[src/rtl/ldx_pkg.sv]
package ldx_pkg;

  typedef enum logic [1:0] {
    IDX_OFFSET = 2'd0,
    IDX_PRE    = 2'd1,
    IDX_POST   = 2'd2,
    IDX_RSVD   = 2'd3
  } idx_mode_e;

  typedef enum logic [1:0] {
    SZ_BYTE = 2'd0,
    SZ_HALF = 2'd1,
    SZ_WORD = 2'd2,
    SZ_WRSV = 2'd3
  } acc_size_e;

endpackage

[src/rtl/ldx_agu.sv]
module ldx_agu
  import ldx_pkg::*;
#(
  parameter int DATA_W  = 32,
  parameter int SHIFT_W = 2
) (
  input  logic [DATA_W-1:0]  base,
  input  logic [DATA_W-1:0]  offset,
  input  logic [SHIFT_W-1:0] shamt,
  input  logic               sub,
  input  logic [1:0]         mode,
  output logic [DATA_W-1:0]  addr,
  output logic [DATA_W-1:0]  wb_data,
  output logic               wb_en
);

  logic [DATA_W-1:0] scaled;
  logic [DATA_W-1:0] sum;
  idx_mode_e         m;

  always_comb begin
    m      = idx_mode_e'(mode);
    scaled = offset << shamt;
    sum    = sub ? (base - scaled) : (base + scaled);
    wb_data = sum;
    case (m)
      IDX_PRE: begin
        addr  = sum;
        wb_en = 1'b1;
      end
      IDX_POST: begin
        addr  = base;
        wb_en = 1'b1;
      end
      default: begin
        addr  = sum;
        wb_en = 1'b0;
      end
    endcase
  end

endmodule

[src/rtl/ldx_extend.sv]
module ldx_extend
  import ldx_pkg::*;
#(
  parameter int DATA_W = 32
) (
  input  logic [DATA_W-1:0]             rdata,
  input  logic [$clog2(DATA_W/8)-1:0]   addr_lo,
  input  logic [1:0]                    size,
  input  logic                          sgn,
  output logic [DATA_W-1:0]             result
);

  localparam int NBYTE = DATA_W / 8;
  localparam int NHALF = DATA_W / 16;
  localparam int LO_W  = $clog2(NBYTE);

  logic [7:0]  byte_lane [NBYTE];
  logic [15:0] half_lane [NHALF];

  for (genvar i = 0; i < NBYTE; i++) begin : g_byte
    assign byte_lane[i] = rdata[8*i +: 8];
  end

  for (genvar j = 0; j < NHALF; j++) begin : g_half
    assign half_lane[j] = rdata[16*j +: 16];
  end

  logic [7:0]      sel_b;
  logic [15:0]     sel_h;
  logic [LO_W-1:0] half_idx;
  acc_size_e       sz;

  always_comb begin
    sz       = acc_size_e'(size);
    half_idx = addr_lo >> 1;
    sel_b    = byte_lane[addr_lo];
    sel_h    = half_lane[half_idx[LO_W-2:0]];
    case (sz)
      SZ_BYTE: result = {{(DATA_W-8){sgn & sel_b[7]}}, sel_b};
      SZ_HALF: result = {{(DATA_W-16){sgn & sel_h[15]}}, sel_h};
      default: result = rdata;
    endcase
  end

endmodule

[src/rtl/ldx_slice.sv]
module ldx_slice #(
  parameter int W = 32
) (
  input  logic         clk,
  input  logic         rst_n,
  input  logic         in_valid,
  output logic         in_ready,
  input  logic [W-1:0] in_data,
  output logic         out_valid,
  input  logic         out_ready,
  output logic [W-1:0] out_data
);

  assign in_ready = !out_valid || out_ready;

  always_ff @(posedge clk) begin
    if (!rst_n) begin
      out_valid <= 1'b0;
      out_data  <= '0;
    end else if (in_ready) begin
      out_valid <= in_valid;
      if (in_valid) out_data <= in_data;
    end
  end

endmodule

[src/rtl/ldx_unit.sv]
module ldx_unit #(
  parameter int DATA_W  = 32,
  parameter int SHIFT_W = 2
) (
  input  logic                        clk,
  input  logic                        rst_n,
  input  logic                        a_valid,
  output logic                        a_ready,
  input  logic [DATA_W-1:0]           a_base,
  input  logic [DATA_W-1:0]           a_offset,
  input  logic [SHIFT_W-1:0]          a_shamt,
  input  logic                        a_sub,
  input  logic [1:0]                  a_mode,
  output logic                        q_valid,
  input  logic                        q_ready,
  output logic [DATA_W-1:0]           q_addr,
  output logic [DATA_W-1:0]           q_wb_data,
  output logic                        q_wb_en,
  input  logic                        l_valid,
  output logic                        l_ready,
  input  logic [DATA_W-1:0]           l_rdata,
  input  logic [$clog2(DATA_W/8)-1:0] l_addr_lo,
  input  logic [1:0]                  l_size,
  input  logic                        l_signed,
  output logic                        r_valid,
  input  logic                        r_ready,
  output logic [DATA_W-1:0]           r_data
);

  localparam int QW = 2 * DATA_W + 1;

  logic [DATA_W-1:0] agu_addr;
  logic [DATA_W-1:0] agu_wb;
  logic              agu_en;
  logic [QW-1:0]     q_pack;
  logic [DATA_W-1:0] ext_res;

  ldx_agu #(.DATA_W(DATA_W), .SHIFT_W(SHIFT_W)) u_agu (
    .base    (a_base),
    .offset  (a_offset),
    .shamt   (a_shamt),
    .sub     (a_sub),
    .mode    (a_mode),
    .addr    (agu_addr),
    .wb_data (agu_wb),
    .wb_en   (agu_en)
  );

  ldx_slice #(.W(QW)) u_qslice (
    .clk       (clk),
    .rst_n     (rst_n),
    .in_valid  (a_valid),
    .in_ready  (a_ready),
    .in_data   ({agu_addr, agu_wb, agu_en}),
    .out_valid (q_valid),
    .out_ready (q_ready),
    .out_data  (q_pack)
  );

  assign {q_addr, q_wb_data, q_wb_en} = q_pack;

  ldx_extend #(.DATA_W(DATA_W)) u_ext (
    .rdata   (l_rdata),
    .addr_lo (l_addr_lo),
    .size    (l_size),
    .sgn     (l_signed),
    .result  (ext_res)
  );

  ldx_slice #(.W(DATA_W)) u_rslice (
    .clk       (clk),
    .rst_n     (rst_n),
    .in_valid  (l_valid),
    .in_ready  (l_ready),
    .in_data   (ext_res),
    .out_valid (r_valid),
    .out_ready (r_ready),
    .out_data  (r_data)
  );

endmodule

[config.mk]
export PLATFORM = sky130hd
export DESIGN_NAME = ldx_unit
export DESIGN_NICKNAME = d
export VERILOG_FILES = /design/src/rtl/ldx_pkg.sv /design/src/rtl/ldx_agu.sv /design/src/rtl/ldx_extend.sv /design/src/rtl/ldx_slice.sv /design/src/rtl/ldx_unit.sv
export SDC_FILE = /design/constraint.sdc
export NUM_CORES = 1
export LEC_CHECK = 0
export BUFFER_PORTS_ARGS = -buffer_cell sky130_fd_sc_hd__clkbuf_2
export CAP_MARGIN = 40
export CORE_UTILIZATION = 30
export CTS_CLUSTER_SIZE = 16
export DETAILED_ROUTE_END_ITERATION = 10
export GPL_ROUTABILITY_DRIVEN = 0
export GPL_TIMING_DRIVEN = 0
export PLACE_DENSITY = 0.57
export SYNTH_ARGS = -nofsm -noshare
export SYNTH_HDL_FRONTEND = slang
export SYNTH_SLANG_ARGS = --single-unit
[constraint.sdc]
create_clock -name clk -period 5.9 [get_ports clk]
set_input_delay 0.59 -clock clk [delete_from_list [all_inputs] [get_ports clk]]
set_output_delay 0.59 -clock clk [all_outputs]
set_load 0.01 [all_outputs]
==> results by group <==
Clocking
  • Post-CTS Hold Buffers: 0
  • CTS Buf Count: 9
  • Clk pin slew, worst setup/hold paths: 0.07 ns
  • Bufs on Longest Clock Path: 2
  • Post_cts resized: 0
  • Post-CTS setup buffer count: 0
  • CTS tree: done
  • Worst-Skew Late Latency: 0.35 ns
  • Clock sinks: 99
  • CTS root buffer: clkbuf_16
  • CTS HTree Levels: 3

Synth
  • Top_reg_cell synth: dfxtp_1
  • Async set-reset flop share out of synthesis: 0%
  • Post-synthesis compound-gate area fraction: 25.9%
  • Post-synth EDFFs: 0
  • #FFs+latches synth: 99
  • Synth area leader: dfxtp_1
  • Syn Inst Count: 958
  • Post-Synthesis Cell Area: 7470 um2
  • Largest family of logic cells by synthesized area: compound AO/OA/AOI/OAI gates
  • Seq/Total Area, Yosys: 26.5%
  • Total nets after synthesis: 1104
  • Distinct cells, synth: 67
  • Area contributors post-synth: dfxtp_1 27%, a21oi_1 7.3%, o21ai_0 5.7%
  • Share of the synthesized area in the top cell type: 26.5%
  • Synth warn: 0
  • Syn avg cell area: 7.80 um2
  • Post-synthesis adder-cell area fraction: 5.79%
  • Synth Area in Simple Gates: 19.4%
  • Multiplexer share of the synthesized area: 11.3%
  • Post-synthesis xor/xnor area fraction: 6.45%

Die
  • Die height: 160 um
  • Die width: 160 um
  • Die footprint: 25500 um2
  • Site row count: 57
  • IO Pins: 213
  • Core ar.: 24400 um2
  • Starting Density: 30.6%

Routing
  • Router iterations before antenna repair: 5
  • Routed wire length: 27400 um
  • Number of remaining DRC errors: 0
  • Vias: 7892
  • DR iter-0 viols: 458
  • Vias per cell: 5.23
  • WL per Instance: 18.2 um
  • DRT antenna net count: 0

Power and ir drop
  • Peak supply drop: 150 uV
  • Final Power: 2.37 mW
  • Power Density: 257 nW/um2
  • Leakage: 4.16 nW

Worst setup path
  • CP cell instances: clkbuf_2 -> inv_2 -> clkbuf_1 -> nand2b_1 -> ha_1 -> nor3b_1 -> and3_1 -> and2b_1 -> and3_1 -> a21oi_1 -> xnor2_1 -> ha_1 -> and3_1 -> and3_1 -> nand4_1 -> o21ai_0 -> o21bai_1 -> mux2i_1 -> a2111oi_0 -> buf_1 -> o21ai_0
  • CP bufs+invs: 4
  • Worst Setup End Kind: flop
  • Slowest-stage cell, CP: a2111oi_0
  • Crit path launch: a_shamt[1]
  • Worst-path fanout max: 14
  • CP max stage delay: 0.54 ns
  • R2r setup slk: 3.88 ns
  • Worst Path Class, Setup: in -> reg
  • Worst setup endpoint: u_qslice.out_data[61]$_SDFFE_PN0P_
  • R2R depth: 6
  • R2r endpoint: u_qslice.out_data[46]$_SDFFE_PN0P_
  • Levels on crit path: 21
  • CP Data Arrival Time: 5.55 ns
  • Cell mode on critical path: and3_1
  • Cell family with most CP delay: simple AND/OR/NAND/NOR gates
  • Reg-to-Reg Start: u_qslice.out_valid$_SDFFE_PN0N_
  • Worst setup SP type: primary input
  • Worst Path Required: 6.13 ns

Finish
  • Share of layout cells above drive strength 1: 23.2%
  • Sequential Area: 1980 um2
  • Multi-input gate area: 5150 um2
  • Final nets: 1325
  • Fillers: 2653
  • P&R area growth vs syn: 23.4%
  • Final instance area: 9220 um2

Hold path
  • Hold WC Path Type: reg -> reg

STA
  • Worst slew pin tran: 0.672 ns
  • Hold Fails Final Rpt: 0
  • Minimum clock period: 5.32 ns
  • Clk_skew: 0.0114 ns
  • RSZ-0062 raised after global routing: no
  • Fmax achieved: 188 MHz
  • Slew Limit Headroom: 55.2%
  • Tcrit/Tclk final: 90.2%
  • Final setup viols: 0
  • Final Max Tran Viols: 0

GRT
  • First-pass GRT wire length: 42100 um
  • Vias in the first global route: 7369
  • Initial antenna violation count: 2
  • GR Overflow Total: 0
  • Total global-route track usage: 21.2%
  • Pin count of the biggest net entering global routing: 17

Placed design
  • DP HPWL: 22900 um
  • PortBufs: 211
  • Cell Area, Placed: 8940 um2

Run status
  • Outcome: finished clean

Job
  • Max-Cap Viols: 0
## how the worst min path moves through the flow
stage,startpoint,to,slack (ns),cells after the start
6_report,u_qslice.out_data[33]$_SDFFE_PN0P_,u_qslice.out_data[33]$_SDFFE_PN0P_,0.45,2
5_1_grt,u_rslice.out_data[9]$_SDFFE_PN0P_,u_rslice.out_data[9]$_SDFFE_PN0P_,0.48,2
4_1_cts,u_qslice.out_data[33]$_SDFFE_PN0P_,u_qslice.out_data[33]$_SDFFE_PN0P_,0.46,2
3_5_place_dp,u_qslice.out_data[33]$_SDFFE_PN0P_,u_qslice.out_data[33]$_SDFFE_PN0P_,0.45,2
3_3_place_gp,u_qslice.out_data[35]$_SDFFE_PN0P_,u_qslice.out_data[35]$_SDFFE_PN0P_,0.44,2
2_1_floorplan,u_qslice.out_data[35]$_SDFFE_PN0P_,u_qslice.out_data[35]$_SDFFE_PN0P_,0.48,2
## final cells by class
| cell class | instances | share of cell area [%] |
|---|---|---|
| clock buffers | 11 | 2.63 |
| plain buffers | 61 | 2.76 |
| flip-flops and latches | 99 | 21.5 |
| multi-input cells | 774 | 55.9 |
| well taps | 324 | 4.40 |
| repair buffers | 212 | 11.5 |
| diodes | 1 | 0.0271 |
| inverters | 22 | 0.896 |
| clock inverters | 5 | 0.380 |
## kinds of logic (layout without fill, tap and decap cells)
| logic type | after synthesis | count (layout) |
|---|---|---|
| flip-flops | 99 | 99 |
| XOR/XNOR | 55 | 55 |
| AO/OA/AOI/OAI | 316 | 316 |
| buffers and inverters | 85 | 311 |
| multiplexers | 62 | 62 |
| adder cells (fa/ha/maj) | 34 | 34 |
| AND/OR/NAND/NOR | 307 | 307 |
| other | 0 | 1 |
## Yosys cell counts, types with 11 or more instances
cell / number
nor3_1: 13
a21oi_1: 109
o211ai_1: 19
xnor2_1: 29
mux4_2: 17
a21o_1: 18
nor2_1: 84
dfxtp_1: 99
nor2b_1: 12
mux2_2: 11
inv_1: 19
a211oi_1: 17
mux2i_1: 34
xor2_1: 26
nand2_1: 102
o21ai_0: 85
a31oi_1: 18
nand2b_1: 18
ha_1: 33
nand3_1: 29
clkbuf_1: 49
## through the flow
step | utilization, % | TNS [ns] | setup slack [ns] | hold slack (ns) | cells
global route | 37.8 | 0 | 0.154 | 0.476 | 1509
global placement | 36.6 | -3.85 | -0.923 | 0.441 | 1493
detailed placement | 36.6 | -2.37 | -0.465 | 0.448 | 1494
CTS | 37.8 | 0 | 0.265 | 0.456 | 1509
floorplan | - | 0 | 0.940 | 0.476 | 958
finish | 37.8 | 0 | 0.578 | 0.454 | 1509
## sequential cells by signal, indices dropped and copies added (netlist names)
name and count:
u_qslice.out_data 65, u_rslice.out_valid 1, u_rslice.out_data 32, u_qslice.out_valid 1
## layer usage
layer,vias to the layer above,GRT usage [%],share of wire (%)
met4,2,6.32,2.0
met3,34,3.06,5.2
met5,-,0,0.047
li1,3945,-,-
met1,3674,29.9,48
met2,237,33.3,45
## cells in the final DEF, fill, tap and decap left out, types with 13 or more instances in the layout
cell      instances
nand2b_1         18
nor2_1           84
clkbuf_2        212
xor2_1           26
a21o_1           18
a31oi_1          18
clkbuf_1         48
inv_1            19
o211ai_1         19
mux2i_1          34
ha_1             33
nand2_1         102
nor3_1           13
dfxtp_1          99
nand3_1          29
xnor2_1          29
mux4_2           17
a211oi_1         17
a21oi_1         109
o21ai_0          85
## power breakdown
part | internal (mW) | switching, mW
clock network | 0.300 | 0.266
logic | 0.398 | 0.612
registers | 0.748 | 0.0469
total | 1.45 | 0.924
## tightest hold or removal path, delay by kind of cell, from the launching register on
family	cells	cell delay [ns]
AND/OR/NAND/NOR	1	0.05
AO/OA/AOI/OAI	1	0.05
flip-flops	1	0.31
(Power assumes the default switching activity.)
